### config.mk
export PLATFORM = sky130hd
export DESIGN_NAME = qif_top
export DESIGN_NICKNAME = d
export VERILOG_FILES = /design/src/rtl/qif_pkg.sv /design/src/rtl/qif_sync.sv /design/src/rtl/qif_filter.sv /design/src/rtl/qif_top.sv
export SDC_FILE = /design/constraint.sdc
export NUM_CORES = 1
export LEC_CHECK = 0
export BUFFER_PORTS_ARGS = -buffer_cell sky130_fd_sc_hd__buf_2
export CELL_PAD_IN_SITES_DETAIL_PLACEMENT = 1
export CELL_PAD_IN_SITES_GLOBAL_PLACEMENT = 1
export CORE_AREA = 10 10 88 90
export DETAILED_ROUTE_END_ITERATION = 7
export DIE_AREA = 0 0 98 100
export PLACE_DENSITY_LB_ADDON = 0.25
export REMOVE_ABC_BUFFERS = 1
export SLEW_MARGIN = 10
export SYNTH_ARGS = -nofsm -noshare
export SYNTH_HDL_FRONTEND = slang
export SYNTH_SLANG_ARGS = --single-unit
### constraint.sdc
create_clock -name clk -period 3.1 [get_ports clk]
set_input_delay 0.465 -clock clk [delete_from_list [all_inputs] [get_ports clk]]
set_output_delay 0.465 -clock clk [all_outputs]
set_load 0.01 [all_outputs]
### src/rtl/qif_pkg.sv
package qif_pkg;
    // Width of a counter that must hold values 0..hold inclusive.
    function automatic int cnt_width(input int hold);
        return (hold < 1) ? 1 : $clog2(hold + 1);
    endfunction
endpackage

### src/rtl/qif_sync.sv
module qif_sync #(
    parameter int N = 2
) (
    input  logic         clk,
    input  logic         rst_n,
    input  logic [N-1:0] raw_i,
    output logic [N-1:0] sync_o
);
    typedef struct packed {
        logic [N-1:0] s1;
        logic [N-1:0] s2;
    } sync_t;

    sync_t sync_d, sync_q;

    always_comb begin
        sync_d    = sync_q;
        sync_d.s1 = raw_i;
        sync_d.s2 = sync_q.s1;
    end

    always_ff @(posedge clk or negedge rst_n) begin
        if (!rst_n) sync_q <= '0;
        else        sync_q <= sync_d;
    end

    assign sync_o = sync_q.s2;
endmodule

### src/rtl/qif_filter.sv
module qif_filter #(
    parameter int N    = 2,
    parameter int HOLD = 8
) (
    input  logic         clk,
    input  logic         rst_n,
    input  logic [N-1:0] sync_i,
    output logic [N-1:0] clean_o,
    output logic         busy_o
);
    localparam int            CW     = qif_pkg::cnt_width(HOLD);
    localparam logic [CW-1:0] IDLE_C = CW'(HOLD);
    localparam logic [CW-1:0] LAST_C = CW'(HOLD - 1);

    typedef struct packed {
        logic [N-1:0]  prev;
        logic [N-1:0]  clean;
        logic [CW-1:0] cnt;
    } filt_t;

    filt_t        filt_d, filt_q;
    logic [N-1:0] chg;
    logic         any_chg;

    for (genvar i = 0; i < N; i++) begin : g_chg
        assign chg[i] = sync_i[i] ^ filt_q.prev[i];
    end
    assign any_chg = |chg;

    always_comb begin
        filt_d      = filt_q;
        filt_d.prev = sync_i;
        if (any_chg) begin
            filt_d.cnt = '0;
        end else if (filt_q.cnt != IDLE_C) begin
            if (filt_q.cnt == LAST_C) begin
                filt_d.clean = sync_i;
                filt_d.cnt   = IDLE_C;
            end else begin
                filt_d.cnt = filt_q.cnt + 1'b1;
            end
        end
    end

    always_ff @(posedge clk or negedge rst_n) begin
        if (!rst_n) begin
            filt_q.prev  <= '0;
            filt_q.clean <= '0;
            filt_q.cnt   <= IDLE_C;
        end else begin
            filt_q <= filt_d;
        end
    end

    assign clean_o = filt_q.clean;
    assign busy_o  = (filt_q.cnt != IDLE_C);
endmodule

### src/rtl/qif_top.sv
module qif_top #(
    parameter int AB_HOLD  = 50000,
    parameter int ORG_HOLD = 500000
) (
    input  logic clk,
    input  logic rst_n,
    input  logic enc_a,
    input  logic enc_b,
    input  logic origin_n,
    output logic a_clean,
    output logic b_clean,
    output logic origin_n_clean
);
    logic [1:0] ab_sync;
    logic [1:0] ab_clean;
    logic [0:0] org_sync;
    logic [0:0] org_clean;
    logic       ab_busy;
    logic       org_busy;

    qif_sync #(.N(2)) u_ab_sync (
        .clk(clk), .rst_n(rst_n), .raw_i({enc_b, enc_a}), .sync_o(ab_sync)
    );

    qif_filter #(.N(2), .HOLD(AB_HOLD)) u_ab_filt (
        .clk(clk), .rst_n(rst_n), .sync_i(ab_sync),
        .clean_o(ab_clean), .busy_o(ab_busy)
    );

    qif_sync #(.N(1)) u_org_sync (
        .clk(clk), .rst_n(rst_n), .raw_i(origin_n), .sync_o(org_sync)
    );

    qif_filter #(.N(1), .HOLD(ORG_HOLD)) u_org_filt (
        .clk(clk), .rst_n(rst_n), .sync_i(org_sync),
        .clean_o(org_clean), .busy_o(org_busy)
    );

    assign a_clean        = ab_clean[0];
    assign b_clean        = ab_clean[1];
    assign origin_n_clean = org_clean[0];
endmodule

==> results by group <==
Yosys
  • Yosys synthesis warning count: 0
  • Synth Instances: between 200 and 250
  • Synth Cell Area: about 0.0023 sq mm
  • Post-synthesis simple-gate area fraction: 24.3%
  • Adder-cell share of the synthesized area: between 2 and 2.5%
  • Xor and xnor fraction of the mapped netlist area: a little over a tenth
  • Compound-Gate Fraction of Synth Area: ~7.2%
  • Post-synth EDFFs: 0
  • Main combinational cell family by area after synthesis: simple AND/OR/NAND/NOR gates
  • Register area share after synthesis: slightly above 50%
  • Syn avg cell area: ~10 sq um
  • Synth async-reset ratio: 100%
  • Mux contribution to synthesized area: roughly 1.8%
  • Library cells used by synthesis: 42
  • Main flop type after synthesis: dfrtp_1
  • #FFs+latches synth: 47

Clock tree
  • CTS tree: built
  • Clock sinks: 47
  • Clock-pin slew on the worst setup and hold paths: around 90 ps
  • Worst-skew pair later-pin latency: ~300 ps
  • CTS Root Cell: clkbuf_8
  • PostCTS Resize Cnt: 0
  • Post CTS Setup Buffer Count: 0
  • CTS Buffer Depth: 2
  • CTS Buf Count: 5
  • H-Tree Depth: 2
  • Post-cts hold buffer count: 0

Placement
  • RD Place Congestion: ~0.80
  • Hpwl dp: between 3000 and 4000 microns
  • I/O Buffers: 7
  • Post-Place Cells: around 310

STA
  • Final setup violation count: 0
  • RSZ-0062 raised after global routing: no
  • Hold_ws: 256 ps
  • TNS Setup: 0 ps
  • Peak Freq: 0.472 GHz
  • Post-route minimum period: 2120 ps
  • Slew Limit Fails: 0
  • Worst-Margin Slew: 1010 ps
  • Final period utilization: a little under 70%
  • Fin. Hold Viols: 0
  • Layout Skew: 8.11 ps
  • Rel. slew slack: 32.7%

Layout
  • Final #Nets: 251
  • # fillers: ~700
  • Commonest non-fill, non-tap cell in the layout: dfrtp_1
  • P&R area growth vs syn: 10.6%
  • Antenna diode count: 0
  • Layout cell share with drive strength beyond 1: 14.4%
  • Fin cells: 320
  • Most frequent cells in the layout: 34 x dfrtp_1, 27 x nor2_1, 25 x xnor2_1

GRT
  • Pin count of the biggest net entering global routing: 46
  • Vias in the first global route: 1852
  • Initial antenna violation count: 0
  • GRT overflow: 0
  • First-pass GRT wire length: between 8000 and 9000 microns
  • GRT Total Usage: 10.6%

Critical path
  • Arr. time, crit path: 2320 ps
  • Crit path launch type: flip-flop
  • Critical Path RT: 3300 ps
  • CP Max Fanout: 4
  • Setup CP Type: reg -> reg
  • Endpoint type of the worst setup path: flip-flop
  • R2R Path Start: u_ab_filt.filt_q[6]
  • Worst Setup SP: u_ab_filt.filt_q[6]

Floorplan
  • Die area: 0.00980 sq mm
  • IO Count: 8
  • Std cell rows: 29
  • Die height: 100 microns
  • Initial core utilization: 37.8%
  • Die X-Extent: approximately 98 microns
  • Core area: roughly 0.0061 sq mm

Power
  • VDD IR max: slightly below 0.2 mV
  • PwrDens: 461 mW/mm^2
  • P_leak: ~0.00094 uW
  • Power Total: ~1200 uW

Detailed routing
  • WL/cell: 15.2 microns
  • DRC: 0
  • Routed wire length: slightly below 5000 microns
  • DRT antenna net count: 0
  • Starting DRT DRC Count: 31
  • Via density: 5.21
  • Vias: 1666
  • Drt pass-1 iters: 4

Min path
  • Tightest Hold Check Type: in -> reg
  • Worst hold path startpoint: enc_a

Run
  • Max-Cap Viols: 0

Run status
  • Status: finished, final reports clean
## Yosys cell counts (2+ instances only)
master	n	area, sq um
a21oi_1	4	20.0
a31oi_1	2	12.5
a41o_1	2	20.0
and3_1	2	12.5
clkbuf_1	2	7.51
dfrtp_1	34	851
dfstp_2	13	342
ha_1	4	50.1
inv_1	11	41.3
mux2_1	2	22.5
mux2i_1	2	20.0
nand2_1	16	60.1
nand2b_1	4	25.0
nand3_1	11	55.1
nand4_1	9	56.3
nor2_1	27	101
nor3_1	14	70.1
nor4_1	5	31.3
nor4b_1	2	17.5
o21ai_0	11	55.1
or3_1	4	25.0
xnor2_1	25	219
xor2_1	4	35.0
## cell families (layout without fill, tap and decap cells)
family                     after synthesis  in the layout
AOI/OAI and AO/OA                       26             26
xor gates and xnor gates                29             29
adders and majority gates                4              4
buffers and inverters                   13             27
DFF                                     47             47
muxes                                    4              4
and+or+nand+nor                        106            106
## metal layers
metal | wire length, microns | GRT usage [%] | up-vias
met5 | 0 | 0 | -
met4 | 66 | 4.70 | 0
met3 | 99 | 2.34 | 5
met2 | 2430 | 19.0 | 8
met1 | 2250 | 11.8 | 825
li1 | - | - | 828
## registers in the layout, indices dropped and copies added (netlist names)
| name | flops |
|---|---|
| u_ab_sync.sync_o | 2 |
| u_org_filt.filt_q | 20 |
| u_org_sync.sync_o | 1 |
| u_ab_filt.clean_o | 2 |
| u_ab_sync.sync_d | 2 |
| u_org_sync.sync_d | 1 |
| u_org_filt.clean_o | 1 |
| u_ab_filt.filt_q | 18 |
## report_power, final
group | switching [uW] | total (uW) | internal (uW)
Clock | 220 | 463 | 243
Combinational | 50.5 | 74.1 | 23.5
Sequential | 17.4 | 646 | 628
Total | 288 | 1180 | 895
## worst paths after layout
path / slack [ps] / cells after the start / endpoint
worst max-delay path: 980 / 4 / u_ab_filt.clean_o[1]
worst min-delay path: 260 / 1 / u_ab_sync.sync_d[0]
worst max register to register: 980 / 4 / u_ab_filt.clean_o[1]
worst min register to register: 360 / 0 / u_ab_sync.sync_o[0]
max in group asynchronous: 2050 / 2 / u_org_filt.filt_q[15]
min in group asynchronous: 310 / 1 / u_ab_filt.filt_q[2]
## through the flow
| step | worst slack (ps) | area [sq um] | util (%) |
|---|---|---|---|
| 2_1_floorplan | 1070 | 2310 | - |
| 3_3_place_gp | 1010 | 2450 | 39.9 |
| 3_5_place_dp | 976 | 2450 | 39.9 |
| 4_1_cts | 967 | 2560 | 41.8 |
| 5_1_grt | 896 | 2560 | 41.8 |
| 6_report | 981 | 2560 | 41.8 |
## worst max-delay path, stage by stage, from the launching register on
cell and delay (ps):
dfstp_2 560, or3b_2 480, or3_1 400, nor3_2 230
mux2_1 340
## layout make-up
type | instances | area, sq um | share of cell area [%]
Clock inverter | 3 | 46.3 | 1.81
Tap cell | 77 | 96.3 | 3.76
Timing Repair Buffer | 8 | 42.5 | 1.66
Clock buffer | 5 | 68.8 | 2.68
Multi-Input combinational cell | 169 | 1080 | 42.0
Sequential cell | 47 | 1190 | 46.5
Inverter | 11 | 41.3 | 1.61
Note: power is estimated with default switching activity, not from simulation.
